`src/rtl/ssc_pkg.sv`:
```
package ssc_pkg;

    // largest cycle-length multiplier of any band code
    localparam int MULT_MAX = 10;

    typedef struct packed {
        logic       en_n;
        logic       deep;
        logic [1:0] band;
    } ssc_cfg_t;

    // cycle-length scale per band code
    function automatic int band_mult(input logic [1:0] band);
        case (band)
            2'd0:    return 3;
            2'd1:    return 5;
            2'd2:    return 6;
            default: return 10;
        endcase
    endfunction

endpackage

```
`src/rtl/ssc_cfg_track.sv`:
```
module ssc_cfg_track
    import ssc_pkg::*;
#(
    parameter int SETTLE_CLKS = 65536
) (
    input  logic     clk,
    input  logic     rst_n,
    input  ssc_cfg_t cfg_in,
    output ssc_cfg_t cfg_out,
    output logic     restart,
    output logic     ready
);

    localparam int CNT_W = $clog2(SETTLE_CLKS + 1);

    typedef struct packed {
        ssc_cfg_t         sync1;
        ssc_cfg_t         sync2;
        ssc_cfg_t         cfg;
        logic [CNT_W-1:0] settle;
        logic             ready;
    } trk_t;

    trk_t st_d, st_q;
    logic change_w;

    assign change_w = (st_q.sync2 != st_q.cfg);

    always_comb begin
        st_d       = st_q;
        st_d.sync1 = cfg_in;
        st_d.sync2 = st_q.sync1;
        st_d.cfg   = st_q.sync2;
        if (change_w) begin
            st_d.settle = CNT_W'(SETTLE_CLKS);
            st_d.ready  = 1'b0;
        end else if (st_q.settle != '0) begin
            st_d.settle = st_q.settle - 1'b1;
            st_d.ready  = (st_q.settle == CNT_W'(1));
        end
    end

    always_ff @(posedge clk or negedge rst_n) begin
        if (!rst_n) begin
            st_q        <= '0;
            st_q.settle <= CNT_W'(SETTLE_CLKS);
        end else begin
            st_q <= st_d;
        end
    end

    assign cfg_out = st_q.cfg;
    assign restart = change_w;
    assign ready   = st_q.ready;

    assert_ready_drops_R8: assert property (@(posedge clk) disable iff (!rst_n)
        restart |=> !ready);

    assert_ready_sticky_R8: assert property (@(posedge clk) disable iff (!rst_n)
        (ready && !restart) |=> ready);

    assert_ready_waits_R8: assert property (@(posedge clk) disable iff (!rst_n)
        (!ready && !restart && st_q.settle > CNT_W'(1)) |=> !ready);

endmodule

```
`src/rtl/ssc_period_sweep.sv`:
```
module ssc_period_sweep
    import ssc_pkg::*;
#(
    parameter int UNIT_MIN    = 640,
    parameter int UNIT_MAX    = 880,
    parameter int SWEEP_STEPS = 16,
    parameter int PER_W       = 14
) (
    input  logic             clk,
    input  logic             rst_n,
    input  logic [1:0]       band,
    input  logic             restart,
    input  logic             wrap,
    output logic [PER_W-1:0] period_len
);

    localparam int K_W      = $clog2(SWEEP_STEPS + 1);
    localparam int INC_UNIT = (UNIT_MAX - UNIT_MIN) / SWEEP_STEPS;

    typedef struct packed {
        logic [K_W-1:0] k;
        logic           up;
    } swp_t;

    swp_t st_d, st_q;
    int   mult_w;

    assign mult_w     = band_mult(band);
    assign period_len = PER_W'(UNIT_MIN * mult_w + int'(st_q.k) * INC_UNIT * mult_w);

    always_comb begin
        st_d = st_q;
        if (restart) begin
            st_d.k  = '0;
            st_d.up = 1'b1;
        end else if (wrap) begin
            if (st_q.up) begin
                st_d.k = st_q.k + 1'b1;
                if (st_q.k == K_W'(SWEEP_STEPS - 1)) st_d.up = 1'b0;
            end else begin
                st_d.k = st_q.k - 1'b1;
                if (st_q.k == K_W'(1)) st_d.up = 1'b1;
            end
        end
    end

    always_ff @(posedge clk or negedge rst_n) begin
        if (!rst_n) begin
            st_q.k  <= '0;
            st_q.up <= 1'b1;
        end else begin
            st_q <= st_d;
        end
    end

    assert_len_in_range_R5: assert property (@(posedge clk) disable iff (!rst_n)
        (period_len >= PER_W'(UNIT_MIN * mult_w)) && (period_len <= PER_W'(UNIT_MAX * mult_w)));

    assert_sweep_index_R5: assert property (@(posedge clk) disable iff (!rst_n)
        int'(st_q.k) <= SWEEP_STEPS);

    assert_sweep_moves_R5: assert property (@(posedge clk) disable iff (!rst_n)
        (wrap && !restart) |=> (st_q.k != $past(st_q.k)));

endmodule

```
`src/rtl/ssc_tri_engine.sv`:
```
module ssc_tri_engine #(
    parameter int DOWN_SPREAD = 0,
    parameter int SWING_LO    = 20,
    parameter int SWING_HI    = 60,
    parameter int OFS_W       = 8,
    parameter int PER_W       = 14
) (
    input  logic                    clk,
    input  logic                    rst_n,
    input  logic                    deep,
    input  logic                    active,
    input  logic                    restart,
    input  logic [PER_W-1:0]        period_len,
    output logic                    wrap,
    output logic                    done,
    output logic signed [OFS_W-1:0] offset
);

    localparam int TOP_LO = (DOWN_SPREAD != 0) ? 0 : SWING_LO / 2;
    localparam int TOP_HI = (DOWN_SPREAD != 0) ? 0 : SWING_HI / 2;
    localparam int BOT_LO = (DOWN_SPREAD != 0) ? -SWING_LO : -(SWING_LO / 2);
    localparam int BOT_HI = (DOWN_SPREAD != 0) ? -SWING_HI : -(SWING_HI / 2);
    localparam logic signed [OFS_W-1:0] ONE = 1;

    typedef struct packed {
        logic [PER_W-1:0] cnt;
        logic [PER_W-1:0] acc;
        logic [OFS_W-1:0] pos;
        logic             up;
        logic             done;
    } eng_t;

    eng_t st_d, st_q;

    logic signed [OFS_W-1:0] pos_w, nxt_pos_w, top_w, bot_w;
    logic [PER_W:0]          steps2_w, acc_sum_w;
    logic                    hold_w, wrap_w, step_w;

    assign pos_w     = st_q.pos;
    assign top_w     = deep ? OFS_W'(TOP_HI) : OFS_W'(TOP_LO);
    assign bot_w     = deep ? OFS_W'(BOT_HI) : OFS_W'(BOT_LO);
    assign steps2_w  = deep ? (PER_W+1)'(2 * SWING_HI) : (PER_W+1)'(2 * SWING_LO);
    assign hold_w    = restart || !active;
    assign wrap_w    = !hold_w && (st_q.cnt == period_len - 1'b1);
    assign acc_sum_w = {1'b0, st_q.acc} + steps2_w;
    assign step_w    = (acc_sum_w >= {1'b0, period_len});
    assign nxt_pos_w = st_q.up ? (pos_w + ONE) : (pos_w - ONE);

    always_comb begin
        st_d = st_q;
        if (hold_w) begin
            st_d.cnt  = '0;
            st_d.acc  = '0;
            st_d.pos  = '0;
            st_d.up   = (DOWN_SPREAD == 0);
            st_d.done = 1'b0;
        end else begin
            st_d.cnt  = wrap_w ? '0 : st_q.cnt + 1'b1;
            st_d.done = wrap_w;
            if (step_w) begin
                st_d.acc = PER_W'(acc_sum_w - {1'b0, period_len});
                st_d.pos = nxt_pos_w;
                if (nxt_pos_w == top_w)      st_d.up = 1'b0;
                else if (nxt_pos_w == bot_w) st_d.up = 1'b1;
            end else begin
                st_d.acc = PER_W'(acc_sum_w);
            end
        end
    end

    always_ff @(posedge clk or negedge rst_n) begin
        if (!rst_n) begin
            st_q    <= '0;
            st_q.up <= (DOWN_SPREAD == 0);
        end else begin
            st_q <= st_d;
        end
    end

    assign wrap   = wrap_w;
    assign done   = st_q.done;
    assign offset = pos_w;

    assert_in_band_R1: assert property (@(posedge clk) disable iff (!rst_n)
        (pos_w <= top_w) && (pos_w >= bot_w));

    assert_unit_step_R3: assert property (@(posedge clk) disable iff (!rst_n)
        !$past(hold_w) |-> ((pos_w == $past(pos_w)) || (pos_w == $past(pos_w) + ONE)
                            || (pos_w == $past(pos_w) - ONE)));

    assert_zero_at_done_R3: assert property (@(posedge clk) disable iff (!rst_n)
        st_q.done |-> (pos_w == '0));

    assert_acc_below_len_R3: assert property (@(posedge clk) disable iff (!rst_n)
        st_q.acc < period_len);

endmodule

```
`src/rtl/ssc_profile_gen.sv`:
```
module ssc_profile_gen
    import ssc_pkg::*;
#(
    parameter int DOWN_SPREAD = 0,
    parameter int SETTLE_CLKS = 65536,
    parameter int UNIT_MIN    = 640,
    parameter int UNIT_MAX    = 880,
    parameter int SWEEP_STEPS = 16,
    parameter int SWING_LO    = 20,
    parameter int SWING_HI    = 60,
    parameter int OFS_W       = 8
) (
    input  logic                    clk,
    input  logic                    rst_n,
    input  logic                    mod_en_n,
    input  logic                    deep_sel,
    input  logic [1:0]              band_sel,
    output logic signed [OFS_W-1:0] offset_code,
    output logic                    ready,
    output logic                    period_done
);

    localparam int PER_W = $clog2(UNIT_MAX * MULT_MAX + 1);

    ssc_cfg_t                cfg_in_w, cfg_w;
    logic                    restart_w, wrap_w, done_w;
    logic [PER_W-1:0]        period_len_w;
    logic signed [OFS_W-1:0] eng_ofs_w;

    assign cfg_in_w = '{en_n: mod_en_n, deep: deep_sel, band: band_sel};

    ssc_cfg_track #(
        .SETTLE_CLKS(SETTLE_CLKS)
    ) u_cfg_track (
        .clk    (clk),
        .rst_n  (rst_n),
        .cfg_in (cfg_in_w),
        .cfg_out(cfg_w),
        .restart(restart_w),
        .ready  (ready)
    );

    ssc_period_sweep #(
        .UNIT_MIN   (UNIT_MIN),
        .UNIT_MAX   (UNIT_MAX),
        .SWEEP_STEPS(SWEEP_STEPS),
        .PER_W      (PER_W)
    ) u_period_sweep (
        .clk       (clk),
        .rst_n     (rst_n),
        .band      (cfg_w.band),
        .restart   (restart_w || cfg_w.en_n),
        .wrap      (wrap_w),
        .period_len(period_len_w)
    );

    ssc_tri_engine #(
        .DOWN_SPREAD(DOWN_SPREAD),
        .SWING_LO   (SWING_LO),
        .SWING_HI   (SWING_HI),
        .OFS_W      (OFS_W),
        .PER_W      (PER_W)
    ) u_tri_engine (
        .clk       (clk),
        .rst_n     (rst_n),
        .deep      (cfg_w.deep),
        .active    (!cfg_w.en_n),
        .restart   (restart_w),
        .period_len(period_len_w),
        .wrap      (wrap_w),
        .done      (done_w),
        .offset    (eng_ofs_w)
    );

    assign offset_code = cfg_w.en_n ? '0 : eng_ofs_w;
    assign period_done = done_w;

    assert_no_pulse_when_off_R7: assert property (@(posedge clk) disable iff (!rst_n)
        (cfg_w.en_n && $past(cfg_w.en_n)) |-> !period_done);

endmodule

```
`config.mk`:
```
export PLATFORM = sky130hd
export DESIGN_NAME = ssc_profile_gen
export DESIGN_NICKNAME = d
export VERILOG_FILES = /design/src/rtl/ssc_pkg.sv /design/src/rtl/ssc_cfg_track.sv /design/src/rtl/ssc_period_sweep.sv /design/src/rtl/ssc_tri_engine.sv /design/src/rtl/ssc_profile_gen.sv
export SDC_FILE = /design/constraint.sdc
export NUM_CORES = 1
export LEC_CHECK = 0
export ABC_CLOCK_PERIOD_IN_PS = 8200
export BUFFER_PORTS_ARGS = -buffer_cell sky130_fd_sc_hd__buf_2
export CAP_MARGIN = 15
export CORE_MARGIN = 2
export CORE_UTILIZATION = 55
export DETAILED_ROUTE_END_ITERATION = 8
export PLACE_DENSITY_LB_ADDON = 0.05
export SYNTH_ARGS = -nofsm -noshare
export SYNTH_HDL_FRONTEND = slang
export SYNTH_SLANG_ARGS = --single-unit
```
`constraint.sdc`:
```
create_clock -name clk -period 8.2 [get_ports clk]
set_clock_uncertainty 0.1 [all_clocks]
set_input_delay 1.64 -clock clk [delete_from_list [all_inputs] [get_ports clk]]
set_output_delay 1.64 -clock clk [all_outputs]
set_load 0.005 [all_outputs]
```
==> metrics.txt <==
max-cap check violation count 0; # nets final 933; number of enable flip-flop cells after synthesis 0; count of synthesis-stage warnings from yosys 0; share of Yosys cell area claimed by the top area cell type between 20% and 30%; ANT nets after route 0; clock-pin slew on the worst setup and hold paths ~0.060 ns; predominant post-synthesis flop cell sky130_fd_sc_hd__dfrtp_1; nets in the synthesized netlist 906; main area contributors after synthesis sky130_fd_sc_hd__dfrtp_1, sky130_fd_sc_hd__ha_1, sky130_fd_sc_hd__fa_1; diode insertion count for antenna repair 0; final setup violation count 0; CP startpoint u_period_sweep.st_q[1]$_DFFE_PN0P_; worst hold start u_cfg_track.st_d[25]$_DFF_PN0_; endpoint required time on the critical path ~8.3 ns; count of placed standard cells including taps 971; Bufs on Longest Clock Path 2; via count roughly 5,600; clock tree from TritonCTS done; Startpoint Class register; fraction of final layout cells sized beyond drive strength 1 ~12%; post-synth top area cell sky130_fd_sc_hd__dfrtp_1; number of DRC markers in iteration 0 approximately 340; class of the tightest hold or removal check register to register; critical register-to-register path startpoint u_period_sweep.st_q[1]$_DFFE_PN0P_; highest net fanout along the worst path 8; Largest stage delay, worst path a little over 0.6 ns; final HPWL from detailed placement between 10 and 15 mm; 1st-pass router iterations 7; mapped cell area 7140 um2; classification of the worst setup path register to register; final RePlAce weighted congestion slightly above 0.9; ports placed on the boundary 16; area enclosed by the die boundary 13,900 um2; kind of end point of the critical path register; total routing resource utilization after global routing around a quarter; most frequent standard cell in the layout excluding fill and tap cells sky130_fd_sc_hd__inv_1; sum of negative setup slack 0 ns; Post-Route WL about 16 mm; sequential-to-total area share from yosys stat approximately 26%; fraction of the cycle the final worst path needs a little over nine tenths; most frequent cell on the critical path sky130_fd_sc_hd__inv_1; async set-reset flop share out of synthesis between 90% and 100%; number of global-route vias before repair 5,704; largest net degree at the start of global routing 75; antenna violations before repair 0; final-report max-slew violation count 0; Horiz. Die Dim about 120 um; top library cells by usage in the layout, fill and taps aside sky130_fd_sc_hd__inv_1, sky130_fd_sc_hd__nor2_1, sky130_fd_sc_hd__ha_1, sky130_fd_sc_hd__dfrtp_1, sky130_fd_sc_hd__xnor2_1; clock root buffer sky130_fd_sc_hd__clkbuf_16; cells after synthesis 788; worst endpoint data arrival time between 7 and 8 ns; final cell count without fillers 992; Peak supply drop approximately 0.12 mV; library cell contributing the largest single delay on the critical path sky130_fd_sc_hd__fa_2; I/O Buffers 15; Area growth, synth to finish 11.6%; worst skew pair latency 0.34 ns; Placed Instance Area 7470 um2; synthesis-stage register bit count 74; # DRC 0; total number of clock tree sinks 74; outcome completed; Die Height roughly 120 um; utilization of the core after routing about 63%; upper clock frequency limit about 130 MHz; GR Overflow Total 0; number of vias per cell after detailed routing between 5 and 6; level count of the clock H-tree 3; Final Critical Period approximately 8 ns; PnR Total Power 990 uW; final hold vios 0; Post-Layout Inst Area about 8000 um2; cts bufs inserted 9; Power per Cell Area 124 nW/um2; placeable core area between 10,000 and 15,000 um2; Synth Area per Inst 9.06 um2; global-route wire length before repair 27.1 mm; starting density of the core 56.3%; standard-cell rows a little over 40; slew at the pin closest to its max-slew limit slightly below 1 ns; number of distinct library cells after synthesis 76; headroom to the max-slew limit a little over a third; leakage component of the power between 3 and 4 nW; DR WL/cell about 16 um
-- critical path, delay by kind of cell (launching register included) --
| family | cells | cell delay (ns) |
|---|---|---|
| simple gates | 4 | 0.68 |
| flops | 1 | 0.40 |
| xor+xnor | 2 | 0.34 |
| buf+inv | 6 | 0.72 |
| compound gates | 9 | 2.12 |
| fa+ha+maj | 8 | 3.38 |
-- final cells by class --
class                      count  area (um2)
tap                          172         215
timing repair inverter         1        5.00
clock inverter                 6        95.1
sequential                    74        1860
timing repair buffer          33         216
clock buffer                  10         239
inverter                      89         338
fill                        1060        4710
multi-input combinational    607        5000
-- sequential cells by signal, indices dropped and copies added (netlist names) --
name / cells
u_tri_engine.st_q: 29
u_cfg_track.ready: 1
u_cfg_track.st_q: 17
u_tri_engine.done: 1
u_cfg_track.st_d: 8
u_cfg_track.cfg_out: 4
u_period_sweep.st_q: 6
u_tri_engine.offset: 8
-- logic make-up after synthesis --
kind of cell / Yosys count / synth area share [%]
DFF: 74 / 26.0
AOI/OAI and AO/OA: 128 / 12.6
buffers and inverters: 108 / 5.84
and+or+nand+nor: 265 / 19.4
xor gates and xnor gates: 86 / 11.4
adders and majority gates: 112 / 22.6
muxes: 15 / 2.14
-- per-layer routing --
layer	global-route usage, %	wire length [um]	vias to the layer above
met5	0	0	-
met4	7.15	350	0
met3	3.49	548	29
met2	40.8	7610	122
met1	30.8	7230	2741
li1	-	-	2735
-- per-stage QoR --
stage | hold slack [ns] | setup slack [ns]
6_report | 0.247 | 0.341
3_3_place_gp | 0.236 | 0.261
3_5_place_dp | 0.235 | 0.125
2_1_floorplan | 0.231 | 0.387
5_1_grt | 0.254 | -0.0418
4_1_cts | 0.249 | 0.0674
-- what timing repair did --
item,4_1_cts,5_1_grt
hold buffers,0,0
resized for setup,0,21
setup endpoints to repair,0,28
buffers inserted,0,3
-- synthesized netlist by cell type, types with 3 or more instances --
master                     number
sky130_fd_sc_hd__or2_2          4
sky130_fd_sc_hd__a211o_1        5
sky130_fd_sc_hd__dfrtp_1       71
sky130_fd_sc_hd__fa_1          28
sky130_fd_sc_hd__mux2i_1       13
sky130_fd_sc_hd__a21oi_1       35
sky130_fd_sc_hd__nand2_1       34
sky130_fd_sc_hd__and3_1        11
sky130_fd_sc_hd__a31oi_1        4
sky130_fd_sc_hd__nor4_1         7
sky130_fd_sc_hd__xnor3_1        4
sky130_fd_sc_hd__nor3_1        16
sky130_fd_sc_hd__o21bai_1       4
sky130_fd_sc_hd__xor2_1        27
sky130_fd_sc_hd__a21o_1        12
sky130_fd_sc_hd__or3_1          7
sky130_fd_sc_hd__inv_1         87
sky130_fd_sc_hd__o21a_1         6
sky130_fd_sc_hd__o21ai_0       19
sky130_fd_sc_hd__nand4_1        6
sky130_fd_sc_hd__clkbuf_1      15
sky130_fd_sc_hd__nor2_1        86
sky130_fd_sc_hd__dfstp_2        3
sky130_fd_sc_hd__nand2b_1      11
sky130_fd_sc_hd__nand3_1       17
sky130_fd_sc_hd__a211oi_1       9
sky130_fd_sc_hd__ha_1          84
sky130_fd_sc_hd__nor2_2        10
sky130_fd_sc_hd__o2111a_1       3
sky130_fd_sc_hd__nor2b_1       19
sky130_fd_sc_hd__and2_1        16
sky130_fd_sc_hd__xnor2_1       54
sky130_fd_sc_hd__buf_2          3
-- power by group --
| group | internal [mW] | switching (mW) | total (mW) |
|---|---|---|---|
| logic | 0.0685 | 0.0933 | 0.162 |
| registers | 0.374 | 0.00911 | 0.383 |
| clock network | 0.279 | 0.167 | 0.446 |
-- worst paths after layout --
| path | endpoint | slack (ns) | cells after the start |
|---|---|---|---|
| worst max-delay path | u_tri_engine.st_q[23]$_DFF_PN0_ | 0.34 | 29 |
| worst min-delay path | u_cfg_track.st_d[21]$_DFF_PN0_ | 0.25 | 0 |
| worst max register to register | u_tri_engine.st_q[23]$_DFF_PN0_ | 0.34 | 29 |
| worst min register to register | u_cfg_track.st_d[21]$_DFF_PN0_ | 0.25 | 0 |
| max in group asynchronous | u_tri_engine.done$_DFF_PN0_ | 6.02 | 1 |
| min in group asynchronous | u_cfg_track.st_q[6]$_DFFE_PN0P_ | 1.33 | 1 |
(Power assumes the default switching activity.)
